[src/rtl/cfgp_pkg.sv]
package cfgp_pkg;

    localparam int PRE_LEN = 13;
    localparam int PRE_W   = $clog2(PRE_LEN);
    localparam int LEN_W   = 32;
    localparam logic [7:0] TAG_LO   = 8'h61;
    localparam logic [7:0] TAG_HI   = 8'h65;
    localparam logic [7:0] TAG_WIDE = 8'h65;

    typedef enum logic [2:0] {
        PH_IDLE,
        PH_PRE,
        PH_TAG,
        PH_LEN,
        PH_SKIP,
        PH_PASS
    } phase_t;

    typedef enum logic [2:0] {
        RES_FOUND  = 3'd0,
        RES_HDR    = 3'd1,
        RES_TAG    = 3'd2,
        RES_LEN    = 3'd3,
        RES_BUDGET = 3'd4
    } result_t;

    function automatic logic [7:0] pre_byte(input logic [PRE_W-1:0] idx);
        logic [7:0] b;
        case (idx)
            4'd0, 4'd10, 4'd11: b = 8'h00;
            4'd1:               b = 8'h09;
            4'd2, 4'd4, 4'd6, 4'd8: b = 8'h0F;
            4'd3, 4'd5, 4'd7, 4'd9: b = 8'hF0;
            4'd12:              b = 8'h01;
            default:            b = 8'h00;
        endcase
        return b;
    endfunction

    function automatic logic tag_legal(input logic [7:0] t);
        return (t >= TAG_LO) && (t <= TAG_HI);
    endfunction

    function automatic logic [2:0] len_bytes(input logic [7:0] t);
        return (t == TAG_WIDE) ? 3'd4 : 3'd2;
    endfunction

endpackage

[src/rtl/cfgp_preamble.sv]
module cfgp_preamble
    import cfgp_pkg::*;
(
    input  logic       clk,
    input  logic       rst,
    input  logic       clear,
    input  logic       step,
    input  logic [7:0] data,
    output logic       mismatch,
    output logic       last
);
    logic [PRE_W-1:0] idx_q;

    always_ff @(posedge clk) begin
        if (rst || clear) begin
            idx_q <= '0;
        end else if (step && !last) begin
            idx_q <= idx_q + 1'b1;
        end
    end

    assign mismatch = (data != pre_byte(idx_q));
    assign last     = (idx_q == PRE_W'(PRE_LEN - 1));
endmodule

[src/rtl/cfgp_len_accum.sv]
module cfgp_len_accum
    import cfgp_pkg::*;
(
    input  logic             clk,
    input  logic             rst,
    input  logic             load,
    input  logic [7:0]       tag,
    input  logic             step,
    input  logic [7:0]       data,
    output logic [LEN_W-1:0] value_next,
    output logic             last_byte
);
    logic [LEN_W-1:0] value_q;
    logic [2:0]       left_q;

    assign value_next = {value_q[LEN_W-9:0], data};
    assign last_byte  = (left_q == 3'd1);

    always_ff @(posedge clk) begin
        if (rst) begin
            value_q <= '0;
            left_q  <= '0;
        end else if (load) begin
            value_q <= '0;
            left_q  <= len_bytes(tag);
        end else if (step) begin
            value_q <= value_next;
            left_q  <= left_q - 3'd1;
        end
    end
endmodule

[src/rtl/cfgp_countdown.sv]
module cfgp_countdown #(
    parameter int W = 32
) (
    input  logic         clk,
    input  logic         rst,
    input  logic         load,
    input  logic [W-1:0] load_val,
    input  logic         dec,
    output logic         at_one
);
    logic [W-1:0] rem_q;

    always_ff @(posedge clk) begin
        if (rst) begin
            rem_q <= '0;
        end else if (load) begin
            rem_q <= load_val;
        end else if (dec) begin
            rem_q <= rem_q - 1'b1;
        end
    end

    assign at_one = (rem_q == W'(1));
endmodule

[src/rtl/cfg_hdr_parser.sv]
module cfg_hdr_parser
    import cfgp_pkg::*;
#(
    parameter int BUDGET    = 100,
    parameter int SHORT_MAX = 255
) (
    input  logic             clk,
    input  logic             rst,
    input  logic             start,
    input  logic [7:0]       req_tag,
    input  logic             in_valid,
    input  logic [7:0]       in_data,
    output logic             in_ready,
    output logic             out_valid,
    output logic [7:0]       out_data,
    input  logic             out_ready,
    output logic             done,
    output logic             found,
    output logic [2:0]       status,
    output logic [LEN_W-1:0] sec_len
);
    localparam int USED_W = $clog2(BUDGET + 1);

    phase_t            phase_q, phase_d;
    logic [7:0]        req_q;
    logic [7:0]        tag_q;
    logic [USED_W-1:0] used_q;
    logic              spent;
    logic              acc;
    logic              begin_run;

    logic              pre_mis, pre_last;
    logic [LEN_W-1:0]  len_next;
    logic              len_last;
    logic              rem_one;
    logic              rem_load;

    logic              fin;
    result_t           fin_code;
    logic              hit;
    logic              bad_len;

    assign spent     = (used_q == USED_W'(BUDGET));
    assign begin_run = (phase_q == PH_IDLE) && start;
    assign acc       = in_valid && in_ready;
    assign bad_len   = (tag_q != TAG_WIDE) && (len_next > LEN_W'(SHORT_MAX));

    always_comb begin
        case (phase_q)
            PH_PRE:                   in_ready = 1'b1;
            PH_TAG, PH_LEN, PH_SKIP:  in_ready = !spent;
            PH_PASS:                  in_ready = out_ready;
            default:                  in_ready = 1'b0;
        endcase
    end

    assign out_valid = (phase_q == PH_PASS) && in_valid;
    assign out_data  = in_data;

    cfgp_preamble u_pre (
        .clk      (clk),
        .rst      (rst),
        .clear    (begin_run),
        .step     (acc && (phase_q == PH_PRE)),
        .data     (in_data),
        .mismatch (pre_mis),
        .last     (pre_last)
    );

    cfgp_len_accum u_len (
        .clk        (clk),
        .rst        (rst),
        .load       (acc && (phase_q == PH_TAG)),
        .tag        (in_data),
        .step       (acc && (phase_q == PH_LEN)),
        .data       (in_data),
        .value_next (len_next),
        .last_byte  (len_last)
    );

    cfgp_countdown #(.W(LEN_W)) u_rem (
        .clk      (clk),
        .rst      (rst),
        .load     (rem_load),
        .load_val (len_next),
        .dec      (acc && ((phase_q == PH_SKIP) || (phase_q == PH_PASS))),
        .at_one   (rem_one)
    );

    always_comb begin
        phase_d  = phase_q;
        fin      = 1'b0;
        fin_code = RES_FOUND;
        hit      = 1'b0;
        rem_load = 1'b0;
        case (phase_q)
            PH_IDLE: begin
                if (start) phase_d = PH_PRE;
            end
            PH_PRE: begin
                if (acc) begin
                    if (pre_mis) begin
                        fin      = 1'b1;
                        fin_code = RES_HDR;
                    end else if (pre_last) begin
                        phase_d = PH_TAG;
                    end
                end
            end
            PH_TAG: begin
                if (spent) begin
                    fin      = 1'b1;
                    fin_code = RES_BUDGET;
                end else if (acc) begin
                    if (!tag_legal(in_data)) begin
                        fin      = 1'b1;
                        fin_code = RES_TAG;
                    end else begin
                        phase_d = PH_LEN;
                    end
                end
            end
            PH_LEN: begin
                if (spent) begin
                    fin      = 1'b1;
                    fin_code = RES_BUDGET;
                end else if (acc && len_last) begin
                    if (bad_len) begin
                        fin      = 1'b1;
                        fin_code = RES_LEN;
                    end else if (tag_q == req_q) begin
                        hit      = 1'b1;
                        rem_load = 1'b1;
                        phase_d  = (len_next == '0) ? PH_IDLE : PH_PASS;
                    end else begin
                        rem_load = 1'b1;
                        phase_d  = (len_next == '0) ? PH_TAG : PH_SKIP;
                    end
                end
            end
            PH_SKIP: begin
                if (spent) begin
                    fin      = 1'b1;
                    fin_code = RES_BUDGET;
                end else if (acc && rem_one) begin
                    phase_d = PH_TAG;
                end
            end
            PH_PASS: begin
                if (acc && rem_one) phase_d = PH_IDLE;
            end
            default: phase_d = PH_IDLE;
        endcase
        if (fin) phase_d = PH_IDLE;
    end

    always_ff @(posedge clk) begin
        if (rst) begin
            phase_q <= PH_IDLE;
            req_q   <= '0;
            tag_q   <= '0;
            used_q  <= '0;
            done    <= 1'b0;
            found   <= 1'b0;
            status  <= 3'd0;
            sec_len <= '0;
        end else begin
            phase_q <= phase_d;
            done    <= fin || hit;
            found   <= hit;
            if (begin_run) begin
                req_q   <= req_tag;
                used_q  <= '0;
                sec_len <= '0;
            end
            if (acc && (phase_q == PH_TAG)) tag_q <= in_data;
            if (acc && ((phase_q == PH_TAG) || (phase_q == PH_LEN) || (phase_q == PH_SKIP)))
                used_q <= used_q + 1'b1;
            if (fin) status <= fin_code;
            if (hit) begin
                status  <= RES_FOUND;
                sec_len <= len_next;
            end
        end
    end
endmodule

[config.mk]
export PLATFORM = sky130hd
export DESIGN_NAME = cfg_hdr_parser
export DESIGN_NICKNAME = d
export VERILOG_FILES = /design/src/rtl/cfgp_pkg.sv /design/src/rtl/cfgp_preamble.sv /design/src/rtl/cfgp_len_accum.sv /design/src/rtl/cfgp_countdown.sv /design/src/rtl/cfg_hdr_parser.sv
export SDC_FILE = /design/constraint.sdc
export NUM_CORES = 1
export LEC_CHECK = 0
export BUFFER_PORTS_ARGS = -buffer_cell sky130_fd_sc_hd__buf_2
export CAP_MARGIN = 10
export CORE_MARGIN = 8
export CORE_UTILIZATION = 48
export CTS_CLUSTER_DIAMETER = 120
export CTS_CLUSTER_SIZE = 25
export DETAILED_ROUTE_END_ITERATION = 6
export PLACE_DENSITY = 0.69
export SYNTH_ARGS = -nofsm -noshare
export SYNTH_HDL_FRONTEND = slang
export SYNTH_SLANG_ARGS = --single-unit
[constraint.sdc]
create_clock -name clk -period 2 [get_ports clk]
set_input_delay 0.2 -clock clk [delete_from_list [all_inputs] [get_ports clk]]
set_output_delay 0.2 -clock clk [all_outputs]
set_load 0.005 [all_outputs]
# Word-level counts from Yosys, hierarchy flattened
# Memories as Yosys holds them, arrays and structs flattened. A register that Yosys moved wholly into a read port is not among the register bits.
# Index checks and enable logic that the tools add are counted.
dict set report totals {
  regBits 126
  rom_bits 128
  output_inout_bits 47
  word_cells 135
  memories 1
}
# name words word_bits read_ports rd_ports_with_merged_regs write_ports line
set mem_list {}
lappend mem_list {{(no name shown)} 16 8 1 1 0 cfgp_pkg.sv:29} ;# case (idx)
dict set report classes {
  n_addsub 4
  n_lt_le_gt_ge 3
  eq_ne 26
  n_mux 58
  n_reduce_logical 31
}
# cell n
set op_table {}
lappend op_table {{$mux W32} 4}
lappend op_table {{$mux W3} 22}
lappend op_table {{$eq A32 B1 Y1 const B} 1}
lappend op_table {{$gt A32 B8 Y1 const B} 1}
lappend op_table {{$logic_not A32 Y1} 1}
lappend op_table {{$sub A32 B1 Y32 const B} 1}
lappend op_table {{$mux W1} 20}
lappend op_table {{$pmux W3 S6} 1}
lappend op_table {{$ne A2 B2 Y1 const B} 8}
lappend op_table {{$mux W7} 2}
lappend op_table {{$logic_and A1 B1 Y1} 13}
lappend op_table {{$reduce_and A13 Y1} 1}
lappend op_table {{$pmux W3 S4} 1}
lappend op_table {{$ne A2 B1 Y1 const B} 5}
lappend op_table {{$eq A8 B7 Y1 const B} 1}
lappend op_table {{$eq A8 B8 Y1} 1}
lappend op_table {{$ge A8 B7 Y1 const B} 1}
lappend op_table {{$le A8 B7 Y1 const B} 1}
lappend op_table {{$mux W2} 4}
lappend op_table {{$mux W4} 2}
lappend op_table {{$ne A8 B7 Y1 const B} 1}
lappend op_table {{$ne A8 B8 Y1} 1}
lappend op_table {{$reduce_bool A2 Y1} 4}
lappend op_table {{$add A7 B1 Y7 const B} 1}
lappend op_table {{14 further kinds} 24}

# Depth between registers and ports, before layout
dict set report logic_depth {
  depth_word 9
  depth_mapped 12
  ltp_nobuf 10
}

# Cells and area by module
# From an unflattened synthesis, not the netlist that was laid out.
dict set report unflattened {
  cells_unflattened 734
  hier_area_um2 6622.6
}
# module instances cells_each area_per_inst_um2 seq_area_each_um2
set modules_own_cells {}
lappend modules_own_cells {cfg_hdr_parser 1 305 2891.5 1261.2}
lappend modules_own_cells {cfgp_countdown 1 259 2019.4 640.6}
lappend modules_own_cells {cfgp_len_accum 1 108 1119.8 540.5}
lappend modules_own_cells {cfgp_preamble 1 62 591.8 160.2}

# Worst setup path after synthesis
# OpenSTA, ideal clock, no wires.
dict set report synth_timing {
  kind {register to register}
  startpoint {register phase_q[0]}
  endpoint {register with a tool-made name}
  arrival_ns 2.051
  path_slack_ns -0.169
  path_stages_with_launch 10
  n_path_buf 2
  period_less_slack_ns 2.169
  cell_sequence {dfxtp_1 -> buf_6 -> clkbuf_1 -> nor3b_1 -> nand3_1 -> xnor2_1 -> nor2_1 -> ha_1 -> or2_2 -> a32o_1}
}
# item line
set synth_rtl {}
lappend synth_rtl {{start, declared} cfg_hdr_parser.sv:24} ;# phase_t phase_q, phase_d;
lappend synth_rtl {{start signal, assigned} cfg_hdr_parser.sv:168} ;# phase_q <= phase_d;

# Worst setup path in the final report
dict set report layout_timing {
  startpoint {register phase_q[2]}
  endpoint {register phase_q[0]}
}
dict set report layout_between {
  elab_chain_len 9
}
# item line
set layout_lines {}
lappend layout_lines {{$eq A3 B2 Y1 or $eq A3 B3 Y1 (tied branches)} {cfg_hdr_parser.sv:49, cfg_hdr_parser.sv:96}}
lappend layout_lines {{$reduce_or A3 Y1} cfg_hdr_parser.sv:49} ;# case (phase_q)
lappend layout_lines {{$pmux W1 S3} cfg_hdr_parser.sv:49}
lappend layout_lines {{$logic_and A1 B1 Y1} cfg_hdr_parser.sv:45} ;# assign acc = in_valid && in_ready;
lappend layout_lines {{$logic_and A1 B1 Y1} cfg_hdr_parser.sv:127} ;# end else if (acc && len_last) begin
lappend layout_lines {{$mux W1} cfg_hdr_parser.sv:127}
lappend layout_lines {{$mux W1} cfg_hdr_parser.sv:124} ;# if (spent) begin
lappend layout_lines {{$pmux W1 S4} cfg_hdr_parser.sv:96} ;# case (phase_q)
lappend layout_lines {{$reduce_or A2 Y1 (no line)} n/a}
# Parallel ways exist; a longest one is shown, timed or not.
# A chain may end at the register's enable or synchronous reset.

==> flow_summary.json <==
{
  "grt_max_degree": 57,
  "peakVddDrop_uv": 660,
  "ys_seq_area_share_pct": 41.2,
  "wl_mm": 20.4,
  "pwr_density_cell_nw_per_um2": 827,
  "ys_top_cells_by_area": "dfxtp_1, a21oi_1, nand2_1",
  "antenna_left": 0,
  "hold_path_class": "in -> reg",
  "slew_headroom_pct": 56.2,
  "antenna_found_initial": 0,
  "synth.avg_cell_area_um2": 7.81,
  "num_vias": 6681,
  "rsz0062_at_grt": "true",
  "port_buffers": 67,
  "synth_top_area_share_pct": 41.2,
  "drc_errors": 0,
  "dp_hpwl_mm": 13.6,
  "worst-slew-pin-transition_ns": 0.658,
  "finalSetupViolCount": 0,
  "diodes": 0,
  "finalInstanceArea_um2": 8570,
  "clockRootBuffer": "clkbuf_16",
  "drt_iter0_markers": 605,
  "worstSetupEndpointType": "flop",
  "hold_violations": 0,
  "die-area_um2": 17100,
  "status": "complete, no violations",
  "syn_nets": 841,
  "wire_per_inst_um": 17.8,
  "nets": 992,
  "layout_min_cycle_time_ns": 1.96,
  "gp_congestion": 0.905,
  "grtUsageTotal_pct": 23.6,
  "async_reset_ff_share_pct": 0,
  "maxCapViolCount": 0,
  "synth_edf_count": 0,
  "crit_fanout": 7,
  "start_util_pct": 48.4,
  "place_ws_ns": -0.163,
  "firstDrtPassIters": 6,
  "synth.distinct_cells": 60,
  "finalCritPeriodShare_pct": 98.0,
  "grt_pass1_wl_mm": 31.9,
  "critPathArrivalTime_ns": 2.26,
  "syn_inst": 808,
  "setup_ws_ns": 0.0395,
  "clkTransAtPathRegs_ns": 0.06,
  "synth_area_um2": 6310,
  "synthToLayoutAreaGrowth_pct": 35.8,
  "synth_largest_area_cell": "dfxtp_1",
  "nFillCells": 1082,
  "cts_tree": "built",
  "clk_latency_ns": 0.43,
  "overflow": 0,
  "synth.most_common_cell": "nand2_1",
  "placed_area_um2": 7550,
  "die-width_um": 131,
  "synthTopCellsByCount": "nand2_1, dfxtp_1, a21oi_1, nand3_1, nor2_1",
  "final_layout_size_suffix_gt1_share_pct": 31.7,
  "io_pins": 68,
  "die_h_um": 131,
  "ys_warn_count": 0,
  "grt_pass1_vias": 6461,
  "cts_max_level": 4,
  "worstPathRequired_ns": 2.30,
  "placementRows": 42,
  "fin_util_pct": 65.8,
  "via_per_inst": 5.82,
  "synth_seq_cells": 130,
  "worstSetupPathType": "reg -> reg",
  "core_area_um2": 13000,
  "cts_sinks": 130,
  "p_leak_nw": 3.30,
  "clock_path_buffers": 2,
  "final_max_slew_viol_count": 0,
  "skew_ns": 0.00917,
  "synth-main-ff-cell": "dfxtp_1",
  "max_freq_ghz": 0.510,
  "critPathLaunchType": "flop",
  "numCtsBuffers": 17
}
-- logic make-up after synthesis --
group | after synthesis | share of synthesized area, %
AO/OA/AOI/OAI | 210 | 19.9
flip-flops | 130 | 41.2
XOR/XNOR | 15 | 2.08
buffers and inverters | 78 | 5.83
multiplexers | 9 | 1.43
adder cells (fa/ha/maj) | 12 | 2.38
AND/OR/NAND/NOR | 354 | 27.1
-- cell usage in the layout, fill, tap and decap left out, types with 11 or more instances in the layout --
master     netlist  layout
nand3_1         56      54
buf_2           14      67
o211ai_1        12      12
nor2_1          53      48
buf_4            9     115
clkbuf_16        0      19
o21ai_0         19      17
nor3_1          16      12
a21oi_1        112     110
a31oi_1         17      16
inv_1           15      11
dfxtp_1        130     119
nand2_1        141     139
-- critical path: stages, from the launching register on --
cell and delay [ns]:
dfxtp_2 0.41, nand2b_1 0.22, buf_4 0.18, nor2_1 0.08
o22ai_1 0.37, o2111ai_4 0.21, a311oi_2 0.30, nor3_1 0.07
-- sequential cells by signal, indices dropped and copies added, names as in the netlist, named ones only --
signal / flops
sec_len: 32
req_q: 8
u_len.left_q: 3
status: 3
done: 1
u_pre.idx_q: 4
u_len.value_q: 24
used_q: 7
found: 1
u_rem.rem_q: 32
phase_q: 3
tag_q: 8
-- metrics by stage --
stage               power, mW  instances  hold slack, ns  TNS [ns]
CTS                      6.99       1143         0.00298  -0.00295
floorplan                3.60        808           0.333   -0.0312
global placement         4.03       1104           0.443     -3.07
finish                   7.09       1148          0.0122         0
global route             7.34       1148          0.0234    -0.180
detailed placement       4.07       1104           0.447     -6.78
-- timing repair --
| item | CTS | global route |
|---|---|---|
| hold endpoints to repair | 2 | 0 |
| pin swaps | 6 | 19 |
| hold buffers | 2 | 0 |
| buffers inserted | 5 | 3 |
| gates resized for setup | 36 | 48 |
| endpoints found under the setup margin | 112 | 95 |
| gates cloned | 0 | 2 |
-- layout make-up --
type | instances | area [um^2] | area share (%)
repair buffers | 195 | 1430 | 16.7
well taps | 176 | 220 | 2.57
inverters | 15 | 56.3 | 0.657
flip-flops and latches | 130 | 2620 | 30.6
clock inverters | 13 | 101 | 1.18
multi-input cells | 600 | 3700 | 43.2
clock buffers | 19 | 443 | 5.17
-- where the power goes --
part / leakage, nW / internal [mW] / total [mW] / switching (mW)
clock: 0.262 / 1.63 / 2.87 / 1.24
sequential: 1.05 / 2.69 / 2.78 / 0.0902
combinational: 1.98 / 0.614 / 1.43 / 0.818
total: 3.30 / 4.94 / 7.09 / 2.15
-- layer usage --
metal  track usage (%)  share of wire (%)  up-vias  wire, um
met5                 0                  0        -         0
met3              5.36                7.5       29      1520
met1              30.7                 44     3227      8880
met4              8.17                1.5        0       308
li1                  -                  -     3159         -
met2              37.8                 48      266      9700
-- worst paths after layout --
kind / end / slack, ns / cells after the start / from
setup / recovery: phase_q[0] / 0.04 / 7 / phase_q[2]
hold / removal: req_q[0] / 0.01 / 3 / req_tag[0]
setup reg to reg: phase_q[0] / 0.04 / 7 / phase_q[2]
hold reg to reg: sec_len[26] / 0.46 / 2 / sec_len[26]
(Power assumes the default switching activity.)
